`src/rtl/tick_timer_pkg.sv`:
```
package tick_timer_pkg;

    localparam int WORD_W   = 32;
    localparam int ADDR_W   = 6;
    localparam int PREDIV_W = 10;
    localparam int FDIV_W   = 8;
    localparam int PSC_W    = 8;

    typedef enum logic [3:0] {
        REG_LOAD   = 4'd0,
        REG_VALUE  = 4'd1,
        REG_CTRL   = 4'd2,
        REG_ICLR   = 4'd3,
        REG_RAW    = 4'd4,
        REG_MSK    = 4'd5,
        REG_RELOAD = 4'd6,
        REG_PREDIV = 4'd7,
        REG_FRC    = 4'd8
    } reg_idx_e;

    typedef struct packed {
        logic [FDIV_W-1:0] frc_div;
        logic              frc_en;
        logic              run;
        logic              irq_en;
        logic [1:0]        psc;
        logic              wide;
    } ctrl_t;

    localparam ctrl_t CTRL_RESET = '{
        frc_div: 8'h3E, frc_en: 1'b0, run: 1'b0,
        irq_en: 1'b1, psc: 2'b00, wide: 1'b0
    };
    localparam logic [PREDIV_W-1:0] PREDIV_RESET = 10'h07D;

    function automatic ctrl_t ctrl_from_word(input logic [WORD_W-1:0] w);
        ctrl_t c;
        c.frc_div = w[23:16];
        c.frc_en  = w[9];
        c.run     = w[7];
        c.irq_en  = w[5];
        c.psc     = w[3:2];
        c.wide    = w[1];
        return c;
    endfunction

    function automatic logic [WORD_W-1:0] ctrl_to_word(input ctrl_t c);
        logic [WORD_W-1:0] w;
        w        = '0;
        w[23:16] = c.frc_div;
        w[9]     = c.frc_en;
        w[7]     = c.run;
        w[5]     = c.irq_en;
        w[3:2]   = c.psc;
        w[1]     = c.wide;
        return w;
    endfunction

    // Terminal count of the prescale stage (divide ratio minus one).
    function automatic logic [PSC_W-1:0] psc_last(input logic [1:0] sel);
        case (sel)
            2'b01:   return PSC_W'(15);
            2'b10:   return PSC_W'(255);
            default: return '0;
        endcase
    endfunction

    function automatic logic [WORD_W-1:0] size_mask(input logic wide);
        return wide ? {WORD_W{1'b1}} : {{(WORD_W-16){1'b0}}, 16'hFFFF};
    endfunction

endpackage

```
`src/rtl/tick_timer_prescale.sv`:
```
module tick_timer_prescale
    import tick_timer_pkg::*;
#(
    parameter int PW = PREDIV_W,
    parameter int SW = PSC_W
) (
    input  logic          clk,
    input  logic          rst,
    input  logic          en,
    input  logic          restart,
    input  logic [PW-1:0] prediv,
    input  logic [SW-1:0] last,
    output logic          tick
);

    logic [PW-1:0] pcnt;
    logic [SW-1:0] scnt;
    logic          pre_hit;
    logic          scl_hit;

    assign pre_hit = en && (pcnt >= prediv);
    assign scl_hit = (scnt >= last);
    assign tick    = pre_hit && scl_hit;

    always_ff @(posedge clk) begin
        if (rst || restart) begin
            pcnt <= '0;
            scnt <= '0;
        end else if (en) begin
            if (pre_hit) begin
                pcnt <= '0;
                scnt <= scl_hit ? '0 : scnt + SW'(1);
            end else begin
                pcnt <= pcnt + PW'(1);
            end
        end
    end

    // a disabled divider keeps its counts
    a_r12_div_hold: assert property (@(posedge clk) disable iff (rst)
        (!en && !restart) |=> ($stable(pcnt) && $stable(scnt)));

    // a predivider write starts a fresh period
    a_r4_restart_clears: assert property (@(posedge clk) disable iff (rst)
        restart |=> (pcnt == '0 && scnt == '0));

endmodule

```
`src/rtl/tick_timer_down.sv`:
```
module tick_timer_down
    import tick_timer_pkg::*;
#(
    parameter int W = WORD_W
) (
    input  logic         clk,
    input  logic         rst,
    input  logic         tick,
    input  logic         wide,
    input  logic         load_we,
    input  logic         reload_we,
    input  logic         clr_we,
    input  logic [W-1:0] wdata,
    output logic [W-1:0] value,
    output logic [W-1:0] reload,
    output logic         raw
);

    logic [W-1:0] mask;
    logic [W-1:0] wmask;
    logic [W-1:0] cur;
    logic         at_zero;
    logic         wrap_evt;
    logic         zero_load;

    assign mask      = size_mask(wide);
    assign wmask     = wdata & mask;
    assign cur       = value & mask;
    assign at_zero   = (cur == '0);
    assign wrap_evt  = tick && at_zero && !load_we;
    assign zero_load = load_we && (wmask == '0);

    always_ff @(posedge clk) begin
        if (rst) begin
            value  <= '0;
            reload <= '0;
        end else if (load_we) begin
            value  <= wmask;
            reload <= wmask;
        end else begin
            if (reload_we) begin
                reload <= wmask;
            end
            if (tick) begin
                value <= at_zero ? (reload & mask) : (cur - W'(1));
            end
        end
    end

    always_ff @(posedge clk) begin
        if (rst) begin
            raw <= 1'b0;
        end else if (wrap_evt || zero_load) begin
            raw <= 1'b1;
        end else if (clr_we) begin
            raw <= 1'b0;
        end
    end

    // load takes effect at once
    a_r6_load_value: assert property (@(posedge clk) disable iff (rst)
        load_we |=> (value == $past(wmask) && reload == $past(wmask)));

    // zero load raises the flag
    a_r7_zero_load: assert property (@(posedge clk) disable iff (rst)
        (load_we && wdata[15:0] == 16'h0 && (!wide || wdata[W-1:16] == '0)) |=> raw);

    // wrap reloads and flags
    a_r5_wrap_reload: assert property (@(posedge clk) disable iff (rst)
        (tick && !load_we && cur == '0) |=> (raw && value == $past(reload & mask)));

    // clear without a competing set drops the flag
    a_r8_clear: assert property (@(posedge clk) disable iff (rst)
        (clr_we && !load_we && !tick) |=> !raw);

    // without a tick or load the value holds
    a_r12_value_hold: assert property (@(posedge clk) disable iff (rst)
        (!tick && !load_we) |=> $stable(value));

endmodule

```
`src/rtl/tick_timer_frc.sv`:
```
module tick_timer_frc
    import tick_timer_pkg::*;
#(
    parameter int CW = WORD_W,
    parameter int DW = FDIV_W
) (
    input  logic          clk,
    input  logic          rst,
    input  logic          en,
    input  logic [DW-1:0] div,
    output logic [CW-1:0] count
);

    logic [DW-1:0] dcnt;
    logic          step;

    assign step = en && (dcnt >= div);

    always_ff @(posedge clk) begin
        if (rst) begin
            dcnt  <= '0;
            count <= '0;
        end else if (en) begin
            if (step) begin
                dcnt  <= '0;
                count <= count + CW'(1);
            end else begin
                dcnt <= dcnt + DW'(1);
            end
        end
    end

    // at most one increment per cycle
    a_r11_single_step: assert property (@(posedge clk) disable iff (rst)
        en |=> (count == $past(count) || count == $past(count) + CW'(1)));

    // disabled counter and divider are frozen
    a_r12_frc_hold: assert property (@(posedge clk) disable iff (rst)
        !en |=> ($stable(count) && $stable(dcnt)));

endmodule

```
`src/rtl/tick_timer.sv`:
```
module tick_timer
    import tick_timer_pkg::*;
(
    input  logic              clk,
    input  logic              rst,
    input  logic              bus_sel,
    input  logic              bus_wr,
    input  logic [ADDR_W-1:0] bus_addr,
    input  logic [WORD_W-1:0] bus_wdata,
    output logic [WORD_W-1:0] bus_rdata,
    output logic              irq
);

    ctrl_t                ctrl_q;
    logic [PREDIV_W-1:0]  prediv_q;
    reg_idx_e             idx;
    logic                 aligned;
    logic                 wr;
    logic                 we_load, we_ctrl, we_iclr, we_reload, we_prediv;
    logic                 tick;
    logic [WORD_W-1:0]    value;
    logic [WORD_W-1:0]    reload;
    logic                 raw;
    logic [WORD_W-1:0]    frc_count;
    logic                 masked;

    assign idx       = reg_idx_e'(bus_addr[ADDR_W-1:2]);
    assign aligned   = (bus_addr[1:0] == 2'b00);
    assign wr        = bus_sel && bus_wr && aligned;
    assign we_load   = wr && (idx == REG_LOAD);
    assign we_ctrl   = wr && (idx == REG_CTRL);
    assign we_iclr   = wr && (idx == REG_ICLR);
    assign we_reload = wr && (idx == REG_RELOAD);
    assign we_prediv = wr && (idx == REG_PREDIV);

    always_ff @(posedge clk) begin
        if (rst) begin
            ctrl_q   <= CTRL_RESET;
            prediv_q <= PREDIV_RESET;
        end else begin
            if (we_ctrl) begin
                ctrl_q <= ctrl_from_word(bus_wdata);
            end
            if (we_prediv) begin
                prediv_q <= bus_wdata[PREDIV_W-1:0];
            end
        end
    end

    tick_timer_prescale #(.PW(PREDIV_W), .SW(PSC_W)) u_prescale (
        .clk     (clk),
        .rst     (rst),
        .en      (ctrl_q.run),
        .restart (we_prediv),
        .prediv  (prediv_q),
        .last    (psc_last(ctrl_q.psc)),
        .tick    (tick)
    );

    tick_timer_down #(.W(WORD_W)) u_down (
        .clk       (clk),
        .rst       (rst),
        .tick      (tick),
        .wide      (ctrl_q.wide),
        .load_we   (we_load),
        .reload_we (we_reload),
        .clr_we    (we_iclr),
        .wdata     (bus_wdata),
        .value     (value),
        .reload    (reload),
        .raw       (raw)
    );

    tick_timer_frc #(.CW(WORD_W), .DW(FDIV_W)) u_frc (
        .clk   (clk),
        .rst   (rst),
        .en    (ctrl_q.frc_en),
        .div   (ctrl_q.frc_div),
        .count (frc_count)
    );

    assign masked = raw && ctrl_q.irq_en;
    assign irq    = masked;

    always_comb begin
        bus_rdata = '0;
        if (aligned) begin
            case (idx)
                REG_LOAD:   bus_rdata = reload;
                REG_VALUE:  bus_rdata = value & size_mask(ctrl_q.wide);
                REG_CTRL:   bus_rdata = ctrl_to_word(ctrl_q);
                REG_RAW:    bus_rdata = {{(WORD_W-1){1'b0}}, raw};
                REG_MSK:    bus_rdata = {{(WORD_W-1){1'b0}}, masked};
                REG_RELOAD: bus_rdata = reload;
                REG_PREDIV: bus_rdata = {{(WORD_W-PREDIV_W){1'b0}}, prediv_q};
                REG_FRC:    bus_rdata = frc_count;
                default:    bus_rdata = '0;
            endcase
        end
    end

    // 16-bit value reads carry no upper bits
    a_r10_narrow_read: assert property (@(posedge clk) disable iff (rst)
        (aligned && idx == REG_VALUE && !ctrl_q.wide) |-> (bus_rdata[31:16] == 16'h0));

    // reserved control bits read zero
    a_r2_ctrl_reserved: assert property (@(posedge clk) disable iff (rst)
        (aligned && idx == REG_CTRL) |->
        (bus_rdata[31:24] == 8'h0 && bus_rdata[15:10] == 6'h0 &&
         !bus_rdata[8] && !bus_rdata[6] && !bus_rdata[4] && !bus_rdata[0]));

    // a clear with no pending set and no tick drops the interrupt
    a_r9_irq_clear: assert property (@(posedge clk) disable iff (rst)
        (we_iclr && !tick) |=> !irq);

endmodule

```
`config.mk`:
```
export PLATFORM = sky130hd
export DESIGN_NAME = tick_timer
export DESIGN_NICKNAME = d
export VERILOG_FILES = /design/src/rtl/tick_timer_pkg.sv /design/src/rtl/tick_timer_prescale.sv /design/src/rtl/tick_timer_down.sv /design/src/rtl/tick_timer_frc.sv /design/src/rtl/tick_timer.sv
export SDC_FILE = /design/constraint.sdc
export NUM_CORES = 1
export LEC_CHECK = 0
export CORE_UTILIZATION = 35
export CTS_BUF_LIST = sky130_fd_sc_hd__clkbuf_4
export DETAILED_ROUTE_END_ITERATION = 8
export GPL_ROUTABILITY_DRIVEN = 0
export PLACE_DENSITY = 0.49
export SLEW_MARGIN = 20
export SYNTH_ARGS = -nofsm -noshare
export SYNTH_HDL_FRONTEND = slang
export SYNTH_SLANG_ARGS = --single-unit
```
`constraint.sdc`:
```
create_clock -name clk -period 5.3 [get_ports clk]
set_input_delay 1.06 -clock clk [delete_from_list [all_inputs] [get_ports clk]]
set_output_delay 1.06 -clock clk [all_outputs]
set_load 0.005 [all_outputs]
```
# Yosys cells after proc, flatten, opt, wreduce, memory -nomap -nowiden
# Cells that the tools add are included.
[op_classes]
add_sub_neg = 5
mul = 0
n_div = 0
magnitude_cmp = 3
n_eq_ne = 10
shift = 0
muxes = 14
n_bitwise = 3
n_reduce_logical = 27
[op_table]
columns = ["op", "n"]
rows = [
  ["two-way mux 32 bit", 7],
  ["one-hot mux 32 bit (7 select lines)", 1],
  ["AND 32 bit", 3],
  ["logical NOT 32 bit", 2],
  ["adder 32 x 1 -> 32 bit, second input constant", 1],
  ["subtractor 32 x 1 -> 32 bit, second input constant", 1],
  ["adder 8 x 1 -> 8 bit, second input constant", 2],
  ["equality test 4 x 3 -> 1 bit, second input constant", 4],
  [">= comparator 8 bit", 2],
  ["two-way mux 8 bit", 2],
  ["one-hot mux 8 bit (2 select lines)", 1],
  ["logical AND 1 bit", 14],
  ["adder 10 x 1 -> 10 bit, second input constant", 1],
  [">= comparator 10 bit", 1],
  ["two-way mux 10 bit", 1],
  ["equality test 4 x 2 -> 1 bit, second input constant", 2],
  ["nonzero test 2 bit", 3],
  ["equality test 4 x 1 -> 1 bit, second input constant", 1],
  ["equality test 4 bit, second input constant", 1],
  ["logical NOT 4 bit", 1],
  ["AND reduction 2 bit", 2],
  ["equality test 2 x 1 -> 1 bit, second input constant", 1],
  ["equality test 2 bit, second input constant", 1],
  ["logical NOT 2 bit", 1],
  ["other kinds (4)", 6],
]
[word_totals]
ff_bits = 147
latch_bits = 0
mem_bits_rw = 0
rom_bits = 0
in_bits = 42
output_inout_bits = 33
elab_cells = 76
n_memories = 0

# Logic depth before layout (Yosys ltp)
[depth]
ltp_word = 8
mapped_depth = 12
ltp_nobuf = 11

# Hierarchy
# Synthesis repeated with hierarchy kept, for this count alone.
[unflattened]
hier_cells = 1280
area_unflattened_um2 = 10116.0
[modules_own_cells]
columns = ["mod", "n_inst", "cells_per_inst", "area_per_inst_um2", "seq_area_each_um2"]
rows = [
  ["tick_timer_down", 1, 557, 4190.3, 1301.2],
  ["tick_timer_frc", 1, 277, 2329.7, 800.8],
  ["tick_timer", 1, 294, 2322.2, 480.5],
  ["tick_timer_prescale", 1, 152, 1273.7, 360.3],
]

# Worst setup path before layout
# No wires, ideal clock.
[synth_timing]
path_kind = "in2out"
startpoint = "in bus_addr[3]"
endpoint = "out bus_rdata[22]"
arrival_time_ns = 2.797
required_ns = 4.240
path_slack_ns = 1.443
path_stages = 7
path_buffers = 3
path_cell_list = "clkbuf_1 -> nor4_1 -> and2_1 -> clkbuf_1 -> buf_2 -> a22oi_1 -> a21oi_1"
[synth_between]
elab_chain_cells = 4
word_cells_on_any_way = 11
cone_classes = "eq/ne: 7; mux: 2; reduce/logical: 2"
[synth_lines]
columns = ["item", "line_no", "text"]
rows = [
  ["start, declared", "tick_timer.sv:8", "input logic [ADDR_W-1:0] bus_addr,"],
  ["equality test 4 x 3 -> 1 bit / logical NOT 4 bit (equally long branches)", "tick_timer.sv:88", "case (idx)"],
  ["OR reduction 2 bit (no line)", "-", ""],
  ["one-hot mux 32 bit (7 select lines) *", "tick_timer.sv:88", ""],
  ["two-way mux 32 bit *", "tick_timer.sv:87", "if (aligned) begin"],
  ["end, declared", "tick_timer.sv:10", "output logic [WORD_W-1:0] bus_rdata,"],
]
# Every way passes the cells marked *; elsewhere a longest branch is shown, timed or not.

# Final worst setup path
[layout_timing]
startpoint = "in bus_addr[5]"
endpoint = "out bus_rdata[19]"
# Same word-level chain as after synthesis.

==> summary by stage <==
Outcome
The run finished with clean final reports.

Pwr
The share of total power dissipated in the clock network is 0.394. Of the total power, registers draw 0.533. The internal power of the cells is roughly 1.5 mW. Power spread over the standard cell area amounts to 211 nW/um2. The switching component of the power is around 0.58 mW.

For this design the static power due to leakage is 3.41 nW. The combinational share of power is 0.073. The worst ir drop on vdd is between 0.1 and 0.15 mV.

The switching part of the total power is 0.279.

Detailed routing
In this run the remaining antenna-violating nets after routing total 0. The remaining design rule violation count is 0. The count of routing violations after the opening detailed-route iteration is between 900 and 1,000. For this block, the via count after detailed routing is between 8,000 and 9,000. Summed over all layers, the routed wires come to ~31,000 um. The average wire per standard cell is roughly 21 um. The first detailed-routing pass took 8 iterations. The detail-routed via count per cell is a little under 6.

GRT
The largest net degree at the start of global routing is 64. For this run, the total global-route usage over all layers was measured as 0.255. The first-pass GRT wire length is about 48,000 um. For this run, global-route usage on met3 was measured as 0.0411. The layer flagged by global routing as most heavily used is met2. The global-route track usage on met1 is 0.335. For this run the aggregate overflow at the end of global routing stands at 0. The initial antenna violation count is 1. The number of global-route vias before repair was 7,955. The met2 capacity usage during global routing is 0.420.

Place
The placed wire-length estimate after detailed placement is roughly 23,000 um. The total of buffers placed on input and output ports is between 70 and 80. The post-placement cell count is ~1,500.

Setup path
By instance count, the cell type seen most on the critical path is sky130_fd_sc_hd__clkdlybuf4s50_1. The type of destination of the critical path is an output port. The critical path contains buffers and inverters numbering 3 combined. The slowest stage of the critical path belongs to the cell sky130_fd_sc_hd__clkdlybuf4s50_1.

The worst setup path is launched from an input port. The critical path goes through clkdlybuf4s50_1 -> nor3_1 -> and2_1 -> buf_4 -> a22oi_1 -> a21oi_1 -> clkdlybuf4s50_1. Data on the critical path is required at its endpoint by between 4 and 5 ns. Data arrives at the worst endpoint at between 3 and 4 ns. On the worst path, the slowest cell contributes a delay of about 0.63 ns. The worst setup path is of the in2out kind. The largest delay contributor family on the critical path is buffers and inverters.

In this run the worst path has a maximum fanout of 11.

Layout
At the end of the flow the core is filled with cells to 0.417. The layout cell share with drive strength beyond 1 is 0.0626. After the flow finishes, the layout carries non-filler instances totaling roughly 1,500. The growth of design area from synthesis to finish is 15.8%. The number of nets in the final layout is about 1,200.

The fill cell total of the finished layout is 2,527.

CTS
The register clock-pin slew on the reported worst setup and hold paths is between 0.1 and 0.15 ns. In this run the clock root is driven by a sky130_fd_sc_hd__clkbuf_4. The clock drives between 100 and 150 sinks. The largest buffer count on any clock path is 2.

The number of buffers added to fix hold violations after cts is 0. The number of setup buffers added after CTS is 0. The H-tree was split into 4 levels. Clock latency on the worst-skew pair, taken at its later pin, is ~0.57 ns. The number of buffers created by CTS is 17. The count of cells resized by post-cts repair is 0.

TritonCTS built the clock tree.

Hold path
The min-delay analysis places its worst path in the category reg2reg.

STA
Derived from the worst setup path, the maximum achievable clock frequency is 0.217 GHz. Adding up every negative setup slack in the final design gives 0 ns. The count of endpoints failing hold in the final timing report was 0. The transition time at the pin with the least slew margin is a little under 1 ns. Setup violations remaining at the end of the flow were counted as 0.

The final count of pins violating max slew was 0. The worst max-slew margin expressed relative to the limit is 0.339. In the finished design, the share of the clock period the worst path needs comes to 0.871. Final hold analysis gives a worst-case slack of roughly 0.48 ns. For the final database, setup skew stands at between 0.02 and 0.025 ns.

Setup repair after global routing left no endpoint under its margin. Subtracting the final worst setup slack from the clock period gives ~4.6 ns.

Yosys
Summing every instance area after synthesis gives about 8500 um2. The area share of the largest cell type after synthesis is 0.346. The synthesized design contains between 100 and 150 register bits. The cell count after synthesis is 1,116. The total nets after synthesis is approximately 1,200. Counting flops with an async set or reset pin after synthesis yields a share of 0. The number of distinct library cells after synthesis is 74. The synthesized design spends more area on one cell type than any other, namely sky130_fd_sc_hd__dfxtp_1. For this run, the register share of the synthesized area comes to 0.346. Counting flops with a built-in enable in the synthesized netlist gives 0. Among all flip-flop cells after synthesis, the most frequent one is sky130_fd_sc_hd__dfxtp_1. A synthesized cell averages ~7.6 um2. The yosys synthesis warning count is 0.

Ranked by total cell area, the synthesized netlist is headed by sky130_fd_sc_hd__dfxtp_1, sky130_fd_sc_hd__nand2_1, sky130_fd_sc_hd__a21oi_1.

Die
Pin placement for this block handled 75 I/O pins. The floorplan step defined a die boundary enclosing 24,900 um2. The floorplan step set the die height to 158 um.

The die is about 160 um wide. The floorplan has 56 rows. The initial utilization of the core area, before any placement, comes to 0.360. The placeable core region is approximately 24,000 um2.

Flow run
The reported max-cap violation count is 0.
per-stage QoR:
stage | power [mW] | instance area, um2 | worst slack (ns)
finish | 2.08 | 9840 | 0.683
global route | 2.17 | 9840 | 0.527
CTS | 2.11 | 9830 | 0.702
detailed placement | 1.28 | 9510 | 0.707
global placement | 1.28 | 9510 | 0.745
floorplan | 1.20 | 8500 | 1.44
state kept, by name, summed over array words and instances (netlist names):
signal	cells
ctrl_q	14
prediv_q	10
u_down.raw	1
u_down.reload	32
u_down.value	32
u_frc.count	32
u_frc.dcnt	8
u_prescale.pcnt	10
u_prescale.scnt	8
cell families (layout without fill, tap and decap cells):
group                    Yosys count  after routing  share of synthesized area
AO/OA/AOI/OAI                    292            292                      0.232
XOR/XNOR                          50             50                     0.0515
adder cells (fa/ha/maj)           30             30                     0.0442
buffers and inverters            114            165                     0.0536
flip-flops                       147            147                      0.346
multiplexers                       5              5                    0.00618
other                              0              1                          0
AND/OR/NAND/NOR                  478            478                      0.266
worst paths after layout:
check	slack, ns	to	startpoint	cells after the start
setup / recovery	0.68	bus_rdata[19]	bus_addr[5]	7
hold / removal	0.48	u_frc.count[31]	u_frc.count[31]	2
setup reg to reg	2.14	u_down.value[19]	ctrl_q[0]	9
hold reg to reg	0.48	u_frc.count[31]	u_frc.count[31]	2
Yosys cell counts, types with 7 or more instances:
cell type	n
sky130_fd_sc_hd__xnor2_1	32
sky130_fd_sc_hd__nor4_1	28
sky130_fd_sc_hd__a221o_1	10
sky130_fd_sc_hd__and3_1	15
sky130_fd_sc_hd__dfxtp_1	147
sky130_fd_sc_hd__nor2_1	110
sky130_fd_sc_hd__nand4_1	18
sky130_fd_sc_hd__o211ai_1	17
sky130_fd_sc_hd__clkbuf_1	66
sky130_fd_sc_hd__buf_2	7
sky130_fd_sc_hd__o21ai_0	17
sky130_fd_sc_hd__a311oi_1	7
sky130_fd_sc_hd__ha_1	30
sky130_fd_sc_hd__a31oi_1	9
sky130_fd_sc_hd__nand2_1	171
sky130_fd_sc_hd__a222oi_1	23
sky130_fd_sc_hd__a22oi_1	30
sky130_fd_sc_hd__nand3_1	55
sky130_fd_sc_hd__inv_1	33
sky130_fd_sc_hd__and2_1	14
sky130_fd_sc_hd__or3_1	7
sky130_fd_sc_hd__xor2_1	18
sky130_fd_sc_hd__a21oi_1	108
sky130_fd_sc_hd__nor3_1	28
sky130_fd_sc_hd__o21ai_1	20
cell usage in the layout (no fill, tap or decap), types with 6 or more instances in the layout:
master,instances
sky130_fd_sc_hd__nor4_1,26
sky130_fd_sc_hd__and2_1,14
sky130_fd_sc_hd__nand4_1,18
sky130_fd_sc_hd__a22oi_1,30
sky130_fd_sc_hd__inv_6,6
sky130_fd_sc_hd__clkdlybuf4s50_1,73
sky130_fd_sc_hd__xnor2_1,32
sky130_fd_sc_hd__and4_1,6
sky130_fd_sc_hd__ha_1,30
sky130_fd_sc_hd__o21ai_1,20
sky130_fd_sc_hd__nor2_1,110
sky130_fd_sc_hd__nand3_1,55
sky130_fd_sc_hd__o21ai_0,17
sky130_fd_sc_hd__and3_1,15
sky130_fd_sc_hd__nand2_1,171
sky130_fd_sc_hd__or3_1,7
sky130_fd_sc_hd__clkbuf_4,17
sky130_fd_sc_hd__a311oi_1,7
sky130_fd_sc_hd__buf_4,25
sky130_fd_sc_hd__a31oi_1,9
sky130_fd_sc_hd__xor2_1,18
sky130_fd_sc_hd__a21oi_1,108
sky130_fd_sc_hd__a222oi_1,23
sky130_fd_sc_hd__a21o_1,6
sky130_fd_sc_hd__nor3_1,26
sky130_fd_sc_hd__dfxtp_1,146
sky130_fd_sc_hd__o211ai_1,17
sky130_fd_sc_hd__inv_1,33
sky130_fd_sc_hd__a221o_1,10
worst register-to-register path: cells and delay by family (launching register included):
family / cells / cell delay (ns)
AO/OA/AOI/OAI: 5 / 1.03
buffers and inverters: 2 / 0.84
flip-flops: 1 / 0.67
AND/OR/NAND/NOR: 2 / 0.54
area by class of cell:
type	instances	area, um2	area share
Antenna cell	1	2.50	0.000254
Clock buffer	17	128	0.0130
Clock inverter	15	193	0.0196
Inverter	35	131	0.0134
Multi-Input combinational cell	855	5120	0.521
Sequential cell	147	2940	0.299
Tap cell	319	399	0.0406
Timing Repair Buffer	98	918	0.0934
power by group through the flow:
stage               combinational [mW]  sequential (mW)  clock (mW)
finish                           0.152             1.11       0.819
global route                     0.163             1.11       0.897
CTS                              0.150             1.11       0.845
detailed placement               0.150             1.13           0
global placement                 0.150             1.13           0
floorplan                       0.0698             1.13           0
per-layer routing:
metal	up-vias	wire length, um	share of wire
met2	306	14600	0.47
met1	4150	13900	0.45
li1	4147	-	-
met3	53	1720	0.055
met5	-	0	0
met4	0	966	0.031
No activity file was read; power rests on OpenSTA's default activity.
